--- src/rtl/retry_timeout_pkg.sv ---
package retry_timeout_pkg;

    typedef enum logic [1:0] {
        WD_IDLE    = 2'd0,
        WD_COUNT   = 2'd1,
        WD_EXPIRED = 2'd2
    } wd_state_t;

    localparam int unsigned REG_W        = 8;
    localparam int unsigned PRI_EN_BIT   = 7;
    localparam int unsigned CARD_EN_BIT  = 6;
    localparam int unsigned CARD_EXP_BIT = 3;
    localparam int unsigned PRI_EXP_BIT  = 1;
    localparam logic [REG_W-1:0] RESET_VAL = 8'hC0;
    localparam logic [REG_W-1:0] ZERO_MASK = 8'b0011_0101;

endpackage

--- src/rtl/retry_watchdog.sv ---
module retry_watchdog
    import retry_timeout_pkg::*;
#(
    parameter int unsigned CNT_W = 15
) (
    input  logic clk,
    input  logic rst_n,
    input  logic enable,
    input  logic retry_issued,
    input  logic master_back,
    output logic expire_set
);
    localparam logic [CNT_W-1:0] CNT_LAST = '1;
    localparam logic [CNT_W-1:0] CNT_PRE  = CNT_LAST - 1'b1;

    wd_state_t        state_q, state_d;
    logic [CNT_W-1:0] cnt_q;

    // next-state logic
    always_comb begin
        state_d = state_q;
        if (!enable) begin
            state_d = WD_IDLE;
        end else begin
            unique case (state_q)
                WD_IDLE:    if (retry_issued) state_d = WD_COUNT;
                WD_COUNT: begin
                    if (master_back)           state_d = WD_IDLE;
                    else if (cnt_q == CNT_PRE) state_d = WD_EXPIRED;
                end
                WD_EXPIRED: if (retry_issued) state_d = WD_COUNT;
                default:    state_d = WD_IDLE;
            endcase
        end
    end

    // state register
    always_ff @(posedge clk or negedge rst_n) begin
        if (!rst_n) state_q <= WD_IDLE;
        else        state_q <= state_d;
    end

    // counter
    always_ff @(posedge clk or negedge rst_n) begin
        if (!rst_n) begin
            cnt_q <= '0;
        end else if (state_d == WD_COUNT && state_q != WD_COUNT) begin
            cnt_q <= '0;
        end else if (state_q == WD_COUNT && state_d != WD_IDLE) begin
            cnt_q <= cnt_q + 1'b1;
        end else if (state_d == WD_IDLE) begin
            cnt_q <= '0;
        end
    end

    // outputs
    always_comb begin
        expire_set = (state_q == WD_COUNT) && (state_d == WD_EXPIRED);
    end

    a_r9_disabled_idle: assert property (@(posedge clk) disable iff (!rst_n)
        !enable |=> (state_q == WD_IDLE && cnt_q == '0));

    a_r4_expire_at_terminal: assert property (@(posedge clk) disable iff (!rst_n)
        expire_set |-> (enable && cnt_q == CNT_PRE && !master_back));

    a_r6_count_advances: assert property (@(posedge clk) disable iff (!rst_n)
        (state_q == WD_COUNT && enable && !master_back) |=> cnt_q == $past(cnt_q) + 1'b1);

    a_r10_expired_holds: assert property (@(posedge clk) disable iff (!rst_n)
        (state_q == WD_EXPIRED && enable && !retry_issued) |=> (state_q == WD_EXPIRED && $stable(cnt_q)));

endmodule

--- src/rtl/retry_status_regs.sv ---
module retry_status_regs
    import retry_timeout_pkg::*;
(
    input  logic             clk,
    input  logic             rst_n,
    input  logic             wr_en,
    input  logic [REG_W-1:0] wr_data,
    input  logic             pri_set,
    input  logic             card_set,
    output logic             pri_enable,
    output logic             card_enable,
    output logic [REG_W-1:0] rd_data
);
    logic pri_flag_q, card_flag_q;
    logic pri_clr, card_clr;

    always_comb begin
        pri_clr  = wr_en && wr_data[PRI_EXP_BIT];
        card_clr = wr_en && wr_data[CARD_EXP_BIT];
    end

    always_ff @(posedge clk or negedge rst_n) begin
        if (!rst_n) begin
            pri_enable  <= RESET_VAL[PRI_EN_BIT];
            card_enable <= RESET_VAL[CARD_EN_BIT];
        end else if (wr_en) begin
            pri_enable  <= wr_data[PRI_EN_BIT];
            card_enable <= wr_data[CARD_EN_BIT];
        end
    end

    // set has priority over write-one-to-clear
    always_ff @(posedge clk or negedge rst_n) begin
        if (!rst_n) begin
            pri_flag_q  <= 1'b0;
            card_flag_q <= 1'b0;
        end else begin
            pri_flag_q  <= pri_set  | (pri_flag_q  & ~pri_clr);
            card_flag_q <= card_set | (card_flag_q & ~card_clr);
        end
    end

    always_comb begin
        rd_data               = '0;
        rd_data[PRI_EN_BIT]   = pri_enable;
        rd_data[CARD_EN_BIT]  = card_enable;
        rd_data[PRI_EXP_BIT]  = pri_flag_q;
        rd_data[CARD_EXP_BIT] = card_flag_q;
    end

    a_r3_reserved_zero: assert property (@(posedge clk) disable iff (!rst_n)
        (rd_data & ZERO_MASK) == '0);

    a_r8_set_wins: assert property (@(posedge clk) disable iff (!rst_n)
        (pri_set || card_set) |=> ((!$past(pri_set) || pri_flag_q) && (!$past(card_set) || card_flag_q)));

    a_r7_flag_sticky: assert property (@(posedge clk) disable iff (!rst_n)
        (pri_flag_q && !pri_clr) |=> pri_flag_q);

    a_r7_clear_works: assert property (@(posedge clk) disable iff (!rst_n)
        (card_clr && !card_set) |=> !card_flag_q);

endmodule

--- src/rtl/retry_timeout_status.sv ---
module retry_timeout_status
    import retry_timeout_pkg::*;
#(
    parameter int unsigned CNT_W = 15
) (
    input  logic       clk,
    input  logic       rst_n,
    input  logic       pri_retry_issued,
    input  logic       pri_master_back,
    input  logic       card_retry_issued,
    input  logic       card_master_back,
    input  logic       reg_wr,
    input  logic [7:0] reg_wdata,
    output logic [7:0] reg_rdata
);
    localparam int unsigned N_SIDE = 2;

    logic [N_SIDE-1:0] side_en, side_retry, side_back, side_expire;

    always_comb begin
        side_retry = {card_retry_issued, pri_retry_issued};
        side_back  = {card_master_back,  pri_master_back};
    end

    for (genvar s = 0; s < N_SIDE; s++) begin : g_side
        retry_watchdog #(.CNT_W(CNT_W)) i_wd (
            .clk          (clk),
            .rst_n        (rst_n),
            .enable       (side_en[s]),
            .retry_issued (side_retry[s]),
            .master_back  (side_back[s]),
            .expire_set   (side_expire[s])
        );
    end

    retry_status_regs i_regs (
        .clk         (clk),
        .rst_n       (rst_n),
        .wr_en       (reg_wr),
        .wr_data     (reg_wdata),
        .pri_set     (side_expire[0]),
        .card_set    (side_expire[1]),
        .pri_enable  (side_en[0]),
        .card_enable (side_en[1]),
        .rd_data     (reg_rdata)
    );

    a_r11_expire_needs_enable: assert property (@(posedge clk) disable iff (!rst_n)
        $countones(side_expire & ~side_en) == 0);

endmodule

--- config.mk ---
export PLATFORM = sky130hd
export DESIGN_NAME = retry_timeout_status
export DESIGN_NICKNAME = d
export VERILOG_FILES = /design/src/rtl/retry_timeout_pkg.sv /design/src/rtl/retry_watchdog.sv /design/src/rtl/retry_status_regs.sv /design/src/rtl/retry_timeout_status.sv
export SDC_FILE = /design/constraint.sdc
export NUM_CORES = 1
export LEC_CHECK = 0
export ABC_AREA = 1
export ABC_CLOCK_PERIOD_IN_PS = 4150
export CELL_PAD_IN_SITES_DETAIL_PLACEMENT = 0
export CELL_PAD_IN_SITES_GLOBAL_PLACEMENT = 1
export CORE_MARGIN = 2
export CORE_UTILIZATION = 45
export DETAILED_ROUTE_END_ITERATION = 10
export PLACE_DENSITY_LB_ADDON = 0.2
export SLEW_MARGIN = 20
export SYNTH_ARGS = -nofsm -noshare
export SYNTH_HDL_FRONTEND = slang
export SYNTH_SLANG_ARGS = --single-unit
--- constraint.sdc ---
create_clock -name clk -period 4.15 [get_ports clk]
set_input_delay 0.6225 -clock clk [delete_from_list [all_inputs] [get_ports clk]]
set_output_delay 0.6225 -clock clk [all_outputs]
set_load 0.1 [all_outputs]
Yosys cells after proc, flatten, opt, wreduce, memory -nomap -nowiden
Index checks and enable logic that the tools add are counted.

cells by class
  $add $sub $neg = 2
  multipliers = 0
  div/mod/pow operators = 0
  order comparisons = 0
  eq/ne operators = 12
  shifts and indexed selects = 0
  mux-type cells = 16
  bitwise operators = 6
  reduce and logical (&&, ||, !) cells = 18

operators by type and width
  cell                                                  number
  2-to-1 mux 15 bit                                     6
  adder 15 x 1 -> 15 bit (second input constant)        2
  equality test 15 bit (second input constant)          2
  2-to-1 mux 2 bit                                      8
  equality test 2 x 1 -> 1 bit (second input constant)  4
  equality test 2 bit (second input constant)           4
  logical AND 1 bit                                     8
  logical NOT 2 bit                                     4
  one-hot mux 2 bit (2 select lines)                    2
  nonzero test 3 bit                                    2
  != test 2 x 1 -> 1 bit (second input constant)        2
  nonzero test 2 bit                                    2
  OR reduction 2 bit                                    2
  AND 1 bit                                             2
  inverter 1 bit                                        2
  OR 1 bit                                              2

word-level totals
  register bits after elaboration = 38
  bits in latches = 0
  RAM bits = 0
  bits in read-only memories = 0
  input bits = 15
  output and inout port bits = 8
  word-level logic and storage cells = 62
  memories = 0

Logic depth before layout (Yosys ltp)
  word-level depth = 9
  gate-level depth with buffers = 13
  depth with buffers taken out = 12

Hierarchy
From an unflattened synthesis, not the netlist that was laid out.

second synthesis, totals
  cell total of the unflattened synthesis = 353
  area, all modules = 2491.1 sq um

by module, submodules not included
  module             times used  cells each  area an instance (sq um)  seq. area each (sq um)
  retry_watchdog     2           163         1134.8                    425.4
  retry_status_regs  1           27          221.5                     102.6

Least setup slack after synthesis
No wires, ideal clock.

  path kind = reg-to-reg
  start = reg g_side[0].i_wd.cnt_q[0]
  end = reg g_side[0].i_wd.cnt_q[8]
  library setup time = 0.117 ns
  arrival time = 1.409 ns
  required time = 4.033 ns
  setup slack = 2.624 ns
  stages on the path, launching flop included = 13
  buffers on the path = 1
  period minus slack after synthesis = 1.526 ns
  cell sequence = dfrtp_1 -> inv_1 -> ha_1 -> nand2_1 -> nor2_1 -> nand2_1 -> o21ai_0 -> nand2_1 -> nand2_1 -> nand2_4 -> buf_6 -> nand3_1 -> nand2_1

between the ends
  longest elaborated chain between the ends = 9
  elaborated cells on any way between the ends = 14
  those cells by class = add/sub (1); eq/ne (2); mux (6); reduce/logical (5)

ends and longest elaborated chain
  element                             line                  source
  start: declaration                  retry_watchdog.sv:17  logic [CNT_W-1:0] cnt_q;
  start signal: assignment            retry_watchdog.sv:50  cnt_q <= cnt_q + 1'b1;
  equality test 15 bit                retry_watchdog.sv:29  else if (cnt_q == CNT_PRE) state_d = WD_EXPIRED;
  2-to-1 mux 2 bit                    retry_watchdog.sv:29
  2-to-1 mux 2 bit                    retry_watchdog.sv:28  if (master_back) state_d = WD_IDLE;
  one-hot mux 2 bit (2 select lines)  retry_watchdog.sv:25  unique case (state_q)
  2-to-1 mux 2 bit                    retry_watchdog.sv:22  if (!enable) begin
  nonzero test 2 bit                  retry_watchdog.sv:49  end else if (state_q == WD_COUNT && state_d != WD_IDLE) begin
  logical AND 1 bit                   retry_watchdog.sv:49
  2-to-1 mux 15 bit                   retry_watchdog.sv:49
  2-to-1 mux 15 bit                   retry_watchdog.sv:47  end else if (state_d == WD_COUNT && state_q != WD_COUNT) begin

Several ways; a longest one is shown, not always the timed one.
A chain may end at the register's enable or synchronous reset.

Final worst setup path
  start = reg i_regs.pri_enable
  end = out reg_rdata[7]

RTL lines
  element                   line                        source
  start: declaration        retry_status_regs.sv:10     output logic pri_enable,
  start signal: assignment  retry_status_regs.sv:24     pri_enable <= RESET_VAL[PRI_EN_BIT];
  start signal: assignment  retry_status_regs.sv:27     pri_enable <= wr_data[PRI_EN_BIT];
  end: declaration          retry_timeout_status.sv:14  output logic [7:0] reg_rdata

No word-level cell between the ends.

==> reports/metrics.yaml <==
die:
  floorplan.io_pins: 23
  initial_core_util_pct: 47.1
  die_height_um: 77.6
  row_count: 26
  design.die.area_mm2: 0.00601
  core_mm2: 0.00517
  horiz_die_dim_um: 77.6
clocking:
  clock_input_transition_at_the_sequential_cells_of_the_worst_setup_and_hold_paths_ns: 0.08
  htreeDepth: 2
  cts_tree: "built"
  count_of_hold_fix_buffers_inserted_at_cts: 0
  cts-root-to-sink-buffers: 2
  tritoncts.num_buffers: 5
  post_cts.resized_instances: 0
  cts_root_buf: "sky130_fd_sc_hd__clkbuf_8"
  clkLatencyLatePin_ns: 0.29
  post-cts-setup-buffers: 0
  cts.sinks: 38
pwr:
  pwr_per_cell_area_mw_per_mm2: 269
  worst_ir_drop_vdd_mv: 0.148
  switch_share_pct: 27.8
  clock_power_share_pct: 35.0
  internal-power_uw: 512
  net-switching-power_uw: 197
  leakage_uw: 0.00148
  seq_power_share_pct: 53.4
  power_frac_comb_pct: 11.6
logic_synthesis:
  synth_warnings: 0
  postSynthRegisterBits: 38
  number_of_enable_type_register_cells_in_the_synthesized_netlist: 0
  synth_area_leaders: "sky130_fd_sc_hd__dfrtp_1, sky130_fd_sc_hd__nand2_1, sky130_fd_sc_hd__nand3_1, sky130_fd_sc_hd__inv_1, sky130_fd_sc_hd__xor2_1"
  synthesis.instances: 345
  synth.lib_cells_used.distinct: 24
  mappedNetlistArea_mm2: 0.00243
  synth_largest_type_area_fraction_pct: 37.0
  synthDominantAreaCellType: "sky130_fd_sc_hd__dfrtp_1"
  yosysSeqAreaShare_pct: 39.2
  syn-mean-instance-area_um2: 7.06
  synth_async_sr_flop_share_pct: 100
  postSynth.topFlopCell: "sky130_fd_sc_hd__dfrtp_1"
global_routing:
  grt.total_usage_pct: 18.8
  grt_max_degree: 39
  globalRouteOverflowTotal: 0
  number_of_global_route_vias_before_repair: 2061
  grt_pass1_wl_um: 9050
  antenna_violations_before_repair: 0
detailed_routing:
  detailroute.via_count: 1979
  detailedRoute.firstPassIterationCount: 4
  route.detailed.drc: 0
  route.detailed.wl_per_inst_um: 11.6
  detail_route.wirelength_um: 4920
  detailedRoute.firstIterationViolations: 97
  detail-route-antenna-nets: 0
  routed_via_density: 4.66
layout:
  commonest_non_fill_non_tap_cell_in_the_layout: "sky130_fd_sc_hd__nand2_1"
  share_of_layout_cells_above_drive_strength_1_pct: 7.04
  num_antenna_cells: 0
  final_nets: 373
  layout.cell_area.non_filler_mm2: 0.00264
  area.growth.synth_to_final_pct: 8.32
  commonest_cells_after_routing_fill_and_taps_aside: "sky130_fd_sc_hd__nand2_1, sky130_fd_sc_hd__inv_1, sky130_fd_sc_hd__nand3_1, sky130_fd_sc_hd__dfrtp_1, sky130_fd_sc_hd__nor2_1"
worst_setup_path:
  crit_path_top_delay_cell: "sky130_fd_sc_hd__clkdlybuf4s50_1"
  arrival_ns: 1.97
  reg2reg_slack_ns: 2.39
  path_length_in_cells_of_the_critical_path: 1
  timing.reg2reg.worst_path_depth: 11
  crit_path_max_delay_family: "buffers and inverters"
  path_class: "reg2out"
  timing.critical_path.slowest_cell_delay_ns: 1.13
  kind_of_capture_point_of_the_worst_setup_path: "output port"
  worst-path-max-fanout: 3
  worst-endpoint-required_ns: 3.53
  worst_setup_path_start_kind: "flop"
  crit_chain: "clkdlybuf4s50_1"
  number_of_buffer_and_inverter_stages_on_the_critical_path: 1
hold_path:
  min_path_type: "in2async"
placement:
  detailed_place.area_mm2: 0.00255
  buffer_ports.inserted: 14
  final_weighted_congestion_in_routability_driven_placement: 0.785
  dp_hpwl_um: 3410
timing:
  clock_skew_ns: 0.0140
  slew_headroom_pct: 35.4
  worst_pin_slew_ns: 0.966
  grt_setup_unrepaired: "false"
  drv_slew: 0
  period_minus_slack_ns: 2.59
  setup_viol: 0
  hold_viol_final: 0
  timing.fmax_mhz: 386
  period_share_pct: 62.4
  timing.setup.tns_ns: 0
status:
  outcome: "finished, final reports clean"
run:
  max-cap-violations: 0
[synthesized netlist by cell type (all sizes together), types with 2 or more instances]
cell,count
xor2,13
nand3,44
nor2,30
ha,4
dfstp,2
or2,2
inv,49
dfrtp,36
buf,14
nor3,2
nand2,125
xnor2,8
o21ai,6
a21oi,2
nand4,6
[worst paths after layout]
path | start | to
worst max-delay path | i_regs.pri_enable | reg_rdata[7]
worst min-delay path | rst_n | g_side[1].i_wd.cnt_q[6]
worst max register to register | g_side[1].i_wd.cnt_q[0] | g_side[1].i_wd.cnt_q[2]
worst min register to register | i_regs.pri_flag_q | i_regs.pri_flag_q
max in group asynchronous | rst_n | g_side[0].i_wd.cnt_q[3]
min in group clk | i_regs.pri_flag_q | i_regs.pri_flag_q
[worst register-to-register path, delay by kind of cell (launching register included)]
family / cells / cell delay, ns
buffers and inverters: 1 / 0.13
AND/OR/NAND/NOR: 8 / 0.78
adder cells (fa/ha/maj): 1 / 0.18
flip-flops: 1 / 0.40
AO/OA/AOI/OAI: 1 / 0.17
[sequential cells by signal, summed over array words and instances (netlist names)]
| register | count |
|---|---|
| i_regs.pri_flag_q | 1 |
| i_regs.pri_enable | 1 |
| g_side.i_wd.state_q | 4 |
| g_side.i_wd.cnt_q | 30 |
| i_regs.card_enable | 1 |
| i_regs.card_flag_q | 1 |
[cells by family (layout without fill, tap and decap cells)]
group	count (synthesis)	in the layout	share of synthesized area, %
simple gates	209	209	37.2
buf+inv	64	71	12.3
flops	38	38	39.2
xor+xnor	21	21	7.55
compound gates	8	8	1.64
fa+ha+maj	4	4	2.06
other cells	1	4	0.154
[stage by stage]
step / cells / setup WS (ns) / utilization (%) / total power [µW] / hold WS [ns]
2_1_floorplan: 348 / 2.62 / - / 450 / 0.327
3_3_place_gp: 417 / 1.87 / 49.4 / 469 / 0.471
3_5_place_dp: 417 / 1.87 / 49.4 / 470 / 0.482
4_1_cts: 425 / 1.54 / 51.0 / 722 / 0.474
5_1_grt: 425 / 1.51 / 51.0 / 744 / 0.523
6_report: 425 / 1.56 / 51.0 / 709 / 0.434
[area by class of cell]
type / instances / area (µm²)
Clock buffer: 7 / 76.3
Clock inverter: 1 / 7.51
Fill cell: 538 / 2530
Inverter: 49 / 184
Multi-Input combinational cell: 246 / 1190
Sequential cell: 38 / 953
Tap cell: 70 / 87.6
Timing Repair Buffer: 14 / 135
[power by group through the flow]
stage                     clock (µW)  combinational, µW  sequential (µW)
after CTS                        260               84.0              379
after global routing             274               90.8              380
after global placement             0               83.5              386
after floorplan                    0               64.2              385
final                            248               82.1              379
after detailed placement           0               83.9              386
[routing by layer]
layer	global-route usage, %	up-vias	wire [µm]
li1	-	1056	-
met1	22.8	902	2280
met2	33.8	16	2480
met3	3.14	5	104
met4	5.89	0	55
met5	0	-	0
Power figures use the tool's default switching activity.
